[src/rtl/ctl_regbank_pkg.sv]
package ctl_regbank_pkg;
  localparam int unsigned OFS_CTRL   = 0;
  localparam int unsigned OFS_CFGB   = 1;
  localparam int unsigned OFS_REFSEL = 2;
  localparam int unsigned OFS_EVSEL  = 3;
  localparam int unsigned OFS_FLAGS  = 4;
  localparam int unsigned OFS_DBG    = 5;
  localparam int unsigned OFS_CAL_LO = 6;
  localparam int unsigned OFS_CAL_HI = 7;

  localparam int unsigned CTRL_RST_BIT  = 0;
  localparam int unsigned CTRL_EN_BIT   = 1;
  localparam int unsigned CTRL_BUSY_BIT = 7;

  typedef enum logic [1:0] {
    RES_12 = 2'd0,
    RES_16 = 2'd1,
    RES_10 = 2'd2,
    RES_8  = 2'd3
  } res_e;
endpackage

[src/rtl/ctl_access_gate.sv]
module ctl_access_gate
  import ctl_regbank_pkg::*;
#(
  parameter int unsigned ADDR_W = 4
) (
  input  logic              we,
  input  logic [ADDR_W-1:0] addr,
  input  logic              wlock,
  input  logic              dbg,
  input  logic              en_state,
  output logic              wr_ok,
  output logic              refused
);
  logic ext_hit, en_hit, cfg_addr;

  always_comb begin
    cfg_addr = (addr == ADDR_W'(OFS_CFGB))   || (addr == ADDR_W'(OFS_REFSEL)) ||
               (addr == ADDR_W'(OFS_EVSEL))  || (addr == ADDR_W'(OFS_CAL_LO)) ||
               (addr == ADDR_W'(OFS_CAL_HI));
    ext_hit  = wlock && !dbg && (addr != ADDR_W'(OFS_FLAGS));
    en_hit   = en_state && cfg_addr;
    refused  = we && (ext_hit || en_hit);
    wr_ok    = we && !(ext_hit || en_hit);
  end
endmodule

[src/rtl/ctl_flag_reg.sv]
module ctl_flag_reg #(
  parameter int unsigned NFLAG = 3
) (
  input  logic             clk,
  input  logic             rst,
  input  logic [NFLAG-1:0] set_i,
  input  logic [NFLAG-1:0] clr_i,
  output logic [NFLAG-1:0] flag_q
);
  for (genvar g = 0; g < NFLAG; g++) begin : g_bit
    always_ff @(posedge clk) begin
      if (rst)           flag_q[g] <= 1'b0;
      else if (set_i[g]) flag_q[g] <= 1'b1;
      else if (clr_i[g]) flag_q[g] <= 1'b0;
    end
  end
endmodule

[src/rtl/ctl_sync_busy.sv]
module ctl_sync_busy #(
  parameter int unsigned BUSY_CYC = 2
) (
  input  logic clk,
  input  logic rst,
  input  logic trig,
  output logic busy
);
  localparam int unsigned CW = $clog2(BUSY_CYC + 1);
  logic [CW-1:0] cnt_q;

  always_ff @(posedge clk) begin
    if (rst)              cnt_q <= '0;
    else if (trig)        cnt_q <= CW'(BUSY_CYC);
    else if (cnt_q != '0) cnt_q <= cnt_q - 1'b1;
  end

  assign busy = (cnt_q != '0);
endmodule

[src/rtl/ctl_regbank.sv]
module ctl_regbank
  import ctl_regbank_pkg::*;
#(
  parameter int unsigned ADDR_W   = 4,
  parameter int unsigned DATA_W   = 8,
  parameter int unsigned NFLAG    = 3,
  parameter int unsigned BUSY_CYC = 2
) (
  input  logic              clk,
  input  logic              rst,
  input  logic [ADDR_W-1:0] bus_addr,
  input  logic [DATA_W-1:0] bus_wdata,
  input  logic              bus_we,
  input  logic              wlock,
  input  logic              dbg_access,
  input  logic [NFLAG-1:0]  evt_set,
  output logic [DATA_W-1:0] bus_rdata,
  output logic              bus_err,
  output logic              enabled,
  output logic [1:0]        res_mode
);
  localparam int unsigned FPAD = DATA_W - NFLAG;

  logic              enable_q, swrst_q;
  logic [DATA_W-1:0] cfgb_q, refsel_q, evsel_q, dbgctrl_q, cal_lo_q, cal_hi_q;
  logic [NFLAG-1:0]  intflag_q, flag_clr;
  logic              wr_ok, refused, sync_busy;
  logic              ctrl_wr, sw_reset;

  ctl_access_gate #(.ADDR_W(ADDR_W)) u_gate (
    .we(bus_we), .addr(bus_addr), .wlock(wlock), .dbg(dbg_access),
    .en_state(enable_q), .wr_ok(wr_ok), .refused(refused)
  );

  function automatic logic hit(input logic [ADDR_W-1:0] a, input int unsigned ofs);
    return a == ADDR_W'(ofs);
  endfunction

  always_comb begin
    ctrl_wr  = wr_ok && hit(bus_addr, OFS_CTRL);
    sw_reset = ctrl_wr && bus_wdata[CTRL_RST_BIT];
    flag_clr = (wr_ok && hit(bus_addr, OFS_FLAGS)) ? bus_wdata[NFLAG-1:0] : '0;
    if (sw_reset) flag_clr = '1;
  end

  ctl_flag_reg #(.NFLAG(NFLAG)) u_flags (
    .clk(clk), .rst(rst), .set_i(evt_set), .clr_i(flag_clr), .flag_q(intflag_q)
  );

  ctl_sync_busy #(.BUSY_CYC(BUSY_CYC)) u_busy (
    .clk(clk), .rst(rst), .trig(ctrl_wr), .busy(sync_busy)
  );

  always_ff @(posedge clk) begin
    if (rst) begin
      enable_q  <= 1'b0;
      swrst_q   <= 1'b0;
      cfgb_q    <= '0;
      refsel_q  <= '0;
      evsel_q   <= '0;
      dbgctrl_q <= '0;
      cal_lo_q  <= '0;
      cal_hi_q  <= '0;
    end else if (sw_reset) begin
      enable_q  <= 1'b0;
      swrst_q   <= 1'b1;
      cfgb_q    <= '0;
      refsel_q  <= '0;
      evsel_q   <= '0;
      cal_lo_q  <= '0;
      cal_hi_q  <= '0;
    end else begin
      swrst_q <= 1'b0;
      if (wr_ok) begin
        case (bus_addr)
          ADDR_W'(OFS_CTRL):   enable_q  <= bus_wdata[CTRL_EN_BIT];
          ADDR_W'(OFS_CFGB):   cfgb_q    <= bus_wdata;
          ADDR_W'(OFS_REFSEL): refsel_q  <= bus_wdata;
          ADDR_W'(OFS_EVSEL):  evsel_q   <= bus_wdata;
          ADDR_W'(OFS_DBG):    dbgctrl_q <= bus_wdata;
          ADDR_W'(OFS_CAL_LO): cal_lo_q  <= bus_wdata;
          ADDR_W'(OFS_CAL_HI): cal_hi_q  <= bus_wdata;
          default: ;
        endcase
      end
    end
  end

  logic [DATA_W-1:0] ctrl_rd;
  always_comb begin
    ctrl_rd = '0;
    ctrl_rd[CTRL_RST_BIT]  = swrst_q;
    ctrl_rd[CTRL_EN_BIT]   = enable_q;
    ctrl_rd[CTRL_BUSY_BIT] = sync_busy;
  end

  always_ff @(posedge clk) begin
    if (rst) begin
      bus_rdata <= '0;
      bus_err   <= 1'b0;
    end else begin
      bus_err <= refused;
      case (bus_addr)
        ADDR_W'(OFS_CTRL):   bus_rdata <= ctrl_rd;
        ADDR_W'(OFS_CFGB):   bus_rdata <= cfgb_q;
        ADDR_W'(OFS_REFSEL): bus_rdata <= refsel_q;
        ADDR_W'(OFS_EVSEL):  bus_rdata <= evsel_q;
        ADDR_W'(OFS_FLAGS):  bus_rdata <= {{FPAD{1'b0}}, intflag_q};
        ADDR_W'(OFS_DBG):    bus_rdata <= dbgctrl_q;
        ADDR_W'(OFS_CAL_LO): bus_rdata <= cal_lo_q;
        ADDR_W'(OFS_CAL_HI): bus_rdata <= cal_hi_q;
        default:             bus_rdata <= '0;
      endcase
    end
  end

  assign enabled  = enable_q;
  assign res_mode = cfgb_q[5:4];
endmodule

[config.mk]
export PLATFORM = sky130hd
export DESIGN_NAME = ctl_regbank
export DESIGN_NICKNAME = d
export VERILOG_FILES = /design/src/rtl/ctl_regbank_pkg.sv /design/src/rtl/ctl_access_gate.sv /design/src/rtl/ctl_flag_reg.sv /design/src/rtl/ctl_sync_busy.sv /design/src/rtl/ctl_regbank.sv
export SDC_FILE = /design/constraint.sdc
export NUM_CORES = 1
export LEC_CHECK = 0
export BUFFER_PORTS_ARGS = -buffer_cell sky130_fd_sc_hd__buf_2
export CAP_MARGIN = 20
export CORE_MARGIN = 2
export CORE_UTILIZATION = 60
export CTS_BUF_LIST = sky130_fd_sc_hd__clkbuf_2 sky130_fd_sc_hd__clkbuf_4 sky130_fd_sc_hd__clkbuf_8
export DETAILED_ROUTE_END_ITERATION = 6
export PLACE_DENSITY = 0.9
export SYNTH_ARGS = -nofsm -noshare
export SYNTH_HDL_FRONTEND = slang
export SYNTH_SLANG_ARGS = --single-unit
[constraint.sdc]
create_clock -name clk -period 3.27 [get_ports clk]
set_input_delay 0.654 -clock clk [delete_from_list [all_inputs] [get_ports clk]]
set_output_delay 0.654 -clock clk [all_outputs]
set_load 0.02 [all_outputs]
== Word-level counts from Yosys, hierarchy flattened ==
Cells that the tools add are included.

* Register bits: 64
* Latch bits: 0
* Memory bits (writable): 0
* ROM bits: 0
* Bits of input ports: 20
* Output and inout port bits: 12
* Memories: 0

* Add/sub/neg operators: 1
* Multipliers: 0
* Div/mod/pow operators: 0
* Order comparisons: 0
* Eq/ne operators: 8
* Shifts and indexed selects: 0
* Mux-type cells: 12
* Bitwise gates (word level): 1
* Reduce and logical (&&, ||, !) cells: 30

{| class="wikitable"
|+ Operator list
! kind !! number
|-
| $pmux 8 s8 || 1
|-
| $eq 4x3->1 const B || 4
|-
| $reduce_and 2->1 || 6
|-
| $reduce_bool 2->1 || 5
|-
| $eq 4x2->1 const B || 2
|-
| $logic_and 1x1->1 || 8
|-
| $mux 1 || 7
|-
| $mux 3 || 2
|-
| $logic_or 1x1->1 || 5
|-
| $eq 4x1->1 const B || 1
|-
| $logic_not 4->1 || 1
|-
| $mux 2 || 2
|-
| $ne 4x3->1 const B || 1
|-
| $reduce_or 2->1 || 2
|-
| $reduce_and 3->1 || 1
|-
| $logic_not 1->1 || 2
|-
| $sub 2x1->2 const B || 1
|-
| $not 1->1 || 1
|}

== Depth between registers and ports, before layout ==
* Depth after elaboration: 14
* Gate-level depth with buffers: 8
* Gate-level depth less buffers: 4

== Modules after synthesis ==
From an unflattened synthesis, not the netlist that was laid out.

* Cells, all modules: 370
* Area total of the unflattened synthesis: 3149.3 sq um

{| class="wikitable"
|+ By module, submodules not included
! module !! instances !! cells an instance !! area an instance (sq um) !! sequential area each (sq um)
|-
| ctl_regbank || 1 || 345 || 2924.1 || 1181.1
|-
| ctl_flag_reg || 1 || 12 || 105.1 || 60.1
|-
| ctl_sync_busy || 1 || 6 || 70.1 || 40.0
|-
| ctl_access_gate || 1 || 7 || 50.0 || 0.0
|}

== Worst setup path after synthesis ==
No wires, ideal clock.

* Kind: input-to-reg
* From: in wlock
* To: reg refsel_q[0]
* Setup time: 117 ps
* Arrival time: 1773 ps
* Required time: 3153 ps
* Slack: 1379 ps
* Stages on the path: 6
* Buffers on the path: 2
* Cells stage by stage: nor2b_1 buf_2 or4_1 buf_1 o21ai_1 a21oi_2

* Longest elaborated chain between the ends: 8

{| class="wikitable"
|+ Ends and longest elaborated chain
! element !! line !! RTL
|-
| start, declared || ctl_regbank.sv:14 || <nowiki>input logic wlock,</nowiki>
|-
| $logic_and 1x1->1 * (2 in series) || ctl_access_gate.sv:20 || <nowiki>ext_hit = wlock && !dbg && (addr != ADDR_W'(OFS_FLAGS));</nowiki>
|-
| $logic_or 1x1->1 * || ctl_access_gate.sv:23 || <nowiki>wr_ok = we && !(ext_hit || en_hit);</nowiki>
|-
| $logic_not 1->1 * || ctl_access_gate.sv:23 ||
|-
| $logic_and 1x1->1 * || ctl_access_gate.sv:23 ||
|-
| $logic_and 1x1->1 || ctl_regbank.sv:40 || <nowiki>ctrl_wr = wr_ok && hit(bus_addr, OFS_CTRL);</nowiki>
|-
| $logic_and 1x1->1 || ctl_regbank.sv:41 || <nowiki>sw_reset = ctrl_wr && bus_wdata[CTRL_RST_BIT];</nowiki>
|-
| $reduce_or 2->1 (no source line) || - ||
|-
| end signal, assigned || ctl_regbank.sv:78 || <nowiki>ADDR_W'(OFS_REFSEL): refsel_q <= bus_wdata;</nowiki>
|-
| end, declared || ctl_regbank.sv:25 || <nowiki>logic [DATA_W-1:0] cfgb_q, refsel_q, evsel_q, dbgctrl_q, cal_lo_q, cal_hi_q;</nowiki>
|}

Mark *: on every way between the ends. The rest lies on a longest branch, timed or not.
A chain may end at the register's enable or synchronous reset.

== Worst setup path after layout ==
* From: in bus_addr[1]
* To: reg cal_lo_q[7]

* Longest elaborated chain between the ends: 12

{| class="wikitable"
|+ Ends and longest elaborated chain
! element !! line !! RTL
|-
| start, declared || ctl_regbank.sv:11 || <nowiki>input logic [ADDR_W-1:0] bus_addr,</nowiki>
|-
| $eq 4x1->1 or $eq 4x2->1 (tied branches) || ctl_access_gate.sv:17 || <nowiki>cfg_addr = (addr == ADDR_W'(OFS_CFGB)) || (addr == ADDR_W'(OFS_REFSEL)) ||</nowiki>
|-
| $logic_or 1x1->1 (2 in series) || ctl_access_gate.sv:17 ||
|-
| $logic_or 1x1->1 (2 in series) || ctl_access_gate.sv:18 || <nowiki>(addr == ADDR_W'(OFS_EVSEL)) || (addr == ADDR_W'(OFS_CAL_LO)) ||</nowiki>
|-
| $logic_and 1x1->1 || ctl_access_gate.sv:21 || <nowiki>en_hit = en_state && cfg_addr;</nowiki>
|-
| $logic_or 1x1->1 || ctl_access_gate.sv:23 ||
|-
| $logic_not 1->1 || ctl_access_gate.sv:23 ||
|-
| $logic_and 1x1->1 || ctl_access_gate.sv:23 ||
|-
| $logic_and 1x1->1 || ctl_regbank.sv:40 ||
|-
| $logic_and 1x1->1 || ctl_regbank.sv:41 ||
|-
| $reduce_or 2->1 (no source line) || - ||
|-
| end signal, assigned || ctl_regbank.sv:81 || <nowiki>ADDR_W'(OFS_CAL_LO): cal_lo_q <= bus_wdata;</nowiki>
|-
| end, declared || ctl_regbank.sv:25 ||
|}

Several ways; a longest one is shown, not always the timed one.

==> impl_metrics.yaml <==
detailed_routing:
  routed_wl_mm: 8.73
  wire_per_inst_um: 19.1
  drtIter0Drc: 440
  drc_errors: 0
  ant_nets: 0
  via_per_inst: 6.80
  vias: 3101
  firstDrtPassIters: 6
timing:
  setup_tns_ps: 0
  worst_pin_slew_ps: 959
  finalSetupViolCount: 0
  setup_ws_ps: 1130
  period_needed_ps: 2140
  drv_slew: 0
  hold_viol: 0
  rsz0062_at_grt: "no"
  max_slew_margin_pct: 35.6
  fin_crit_sh_pct: 65.4
  max_clock_freq_mhz: 468
  fin_skew_ps: 11.4
worst_setup_path:
  crit_arrival_ps: 2420
  critPathLaunchType: "input port"
  crit_path_max_fanout: 20
  r2r_start: "enabled$_SDFFE_PP0P_"
  critPathRequiredTime_ps: 3550
  rr_worst_depth: 5
  worstSetupPathType: "input port to flop"
  reg2reg_slack_ps: 1690
  startpoint: "bus_addr[1]"
  r2r_end: "u_busy.cnt_q[0]$_SDFFE_PP0N_"
  endpoint_kind: "flop"
clock_tree:
  cts-buffers-inserted: 9
  clockBufferDepth: 2
  post_cts_resized: 0
  root_buffer: "clkbuf_8"
  h-tree-depth: 3
  path_clk_slew_ps: 60
  cts.sinks: 64
  clock_latency_ps: 350
  post_cts_buffers: 0
  postCtsHoldBufs: 0
  cts_tree: "yes"
logic_synthesis:
  synthAdderAreaFrac_pct: 0
  synth_simple_gate_area_share_pct: 20.0
  synth_compound_area_share_pct: 30.2
  synth_cell_types: 49
  synth_top_family_by_area: "compound AO/OA/AOI/OAI gates"
  synth_seq_area_share_pct: 40.1
  synth-seq-cells: 64
  synth-edff-count: 0
  syn_area_mm2: 0.00319
  async_reset_ff_share_pct: 0
  synth_area_leaders: "dfxtp_1 (40%), a21oi_2 (11%), nand3_1 (8.6%), o21ai_0 (5.0%), o21ai_1 (3.0%)"
  synth_top_area_share_pct: 40.1
  yosys_warnings: 0
  synth.avg_cell_area_um2: 8.67
  yosysTopAreaCell: "dfxtp_1"
  synth_flop_cell: "dfxtp_1"
  synth_fp_nets: 388
  synthMuxAreaShare_pct: 2.63
  netlist_instances: 368
  synth-xor-area-share_pct: 0
grt:
  antenna_found_initial: 0
  grtUsageTotal_pct: 31.3
  grt_pass1_wl_mm: 14.6
  first_global_vias: 3020
  grt_max_degree: 52
  grt_overflow: 0
power:
  p_comb_share_pct: 11.2
  p_sw_uw: 429
  seqPwrFrac_pct: 50.3
  internal_power_mw: 1.16
  p_clk_share_pct: 38.5
  ir_drop_uv: 248
  leakagePower_nw: 1.12
  powerDensity_mw_per_mm2: 456
  swShare_pct: 27.0
die:
  fp-row-count: 26
  die_area_mm2: 0.00592
  die_w_um: 76.9
  top_level_ports: 32
  die_y_um: 76.9
  start_util_pct: 62.5
  core_area_mm2: 0.00511
run_status:
  status: "completed"
cells_and_area:
  antenna_cells: 0
  drive_gt1_share_pct: 28.2
  syn_to_final_growth_pct: 9.06
  fin_nets: 402
placement:
  place_ws_ps: 909
  hpwl_mm: 5.44
  gp_congestion: 0.908
  portBuffers: 31
min_path:
  whs_path_depth: 2
  worst_hold_path_type: "flop to flop"
  min_from: "u_busy.cnt_q[1]$_SDFFE_PP0P_"
  whs_endpoint: "u_busy.cnt_q[1]$_SDFFE_PP0P_"
flow_run:
  maxCapViolCount: 0
## flip-flops by register name (all words and copies together), names as in the netlist
signal,flops
cfgb_q,8
u_flags.flag_q,3
cal_hi_q,8
bus_err,1
dbgctrl_q,8
u_busy.cnt_q,2
evsel_q,8
swrst_q,1
refsel_q,8
cal_lo_q,8
bus_rdata,8
enabled,1
## Yosys cell counts (all sizes together) (3+ instances only)
cell type / count
nand3: 55
clkbuf: 11
a21o: 6
inv: 6
mux2: 3
a22o: 3
nor2b: 7
nand4: 4
o21ai: 51
nand2b: 7
nor2: 7
mux2i: 5
nor3: 3
nor4: 5
a21oi: 57
nand2: 14
o22ai: 3
a22oi: 5
buf: 24
dfxtp: 64
a221oi: 5
## layout by cell type (no fill, tap or decap), types with 7 or more instances in the layout
cell type   n
o21ai_0    32
a21oi_2    40
a21oi_1    17
nand2_1    14
clkbuf_8   11
o21ai_1    19
nor2b_1     7
buf_2      31
nand3_1    55
dfxtp_1    64
## power by group through the flow
| stage | clock network [mW] | logic (mW) | registers, mW |
|---|---|---|---|
| finish | 0.612 | 0.177 | 0.799 |
| CTS | 0.613 | 0.172 | 0.799 |
| global route | 0.652 | 0.189 | 0.800 |
| floorplan | 0 | 0.123 | 0.817 |
| global placement | 0 | 0.167 | 0.816 |
| detailed placement | 0 | 0.171 | 0.816 |
## per-layer routing
| metal | GRT usage (%) | up-vias | wire [µm] |
|---|---|---|---|
| met2 | 44.9 | 208 | 3900 |
| met3 | 9.65 | 41 | 1030 |
| met1 | 39.9 | 1468 | 3450 |
| met5 | 0 | - | 0 |
| li1 | - | 1384 | - |
| met4 | 21.8 | 0 | 345 |
## cell families after synthesis
group / after synthesis
DFF: 64
muxes: 8
buffers and inverters: 41
AOI/OAI and AO/OA: 142
and+or+nand+nor: 113
## worst max-delay path, cell delays in order
cell,delay [ps]
buf_2,360
inv_2,160
nor4_2,850
nand3_1,210
a21oi_2,170
## area by class of cell
class,count,area [µm²]
Clock buffer,12,159
Multi-Input combinational cell,263,1690
Tap cell,70,87.6
Timing Repair Buffer,38,220
Sequential cell,64,1280
Clock inverter,3,17.5
Fill cell,426,1630
Inverter,6,22.5
## worst max-delay path by stage
stage / endpoint / cells after the start
2_1_floorplan: refsel_q[0]$_SDFFE_PP0P_ / 6
3_3_place_gp: cal_lo_q[4]$_SDFFE_PP0P_ / 5
3_5_place_dp: cal_lo_q[7]$_SDFFE_PP0P_ / 5
4_1_cts: cal_lo_q[7]$_SDFFE_PP0P_ / 5
5_1_grt: cal_lo_q[4]$_SDFFE_PP0P_ / 5
6_report: cal_lo_q[7]$_SDFFE_PP0P_ / 5
## through the flow
stage / area (µm²) / total power [mW] / util (%) / cells / hold WS [ps]
final: 3480 / 1.59 / 68.2 / 456 / 473
after global routing: 3480 / 1.64 / 68.2 / 456 / 511
after CTS: 3480 / 1.58 / 68.2 / 456 / 474
after detailed placement: 3300 / 0.987 / 64.7 / 441 / 463
after global placement: 3300 / 0.983 / 64.7 / 441 / 452
after floorplan: 3190 / 0.941 / - / 368 / 435
(Power assumes the default switching activity.)
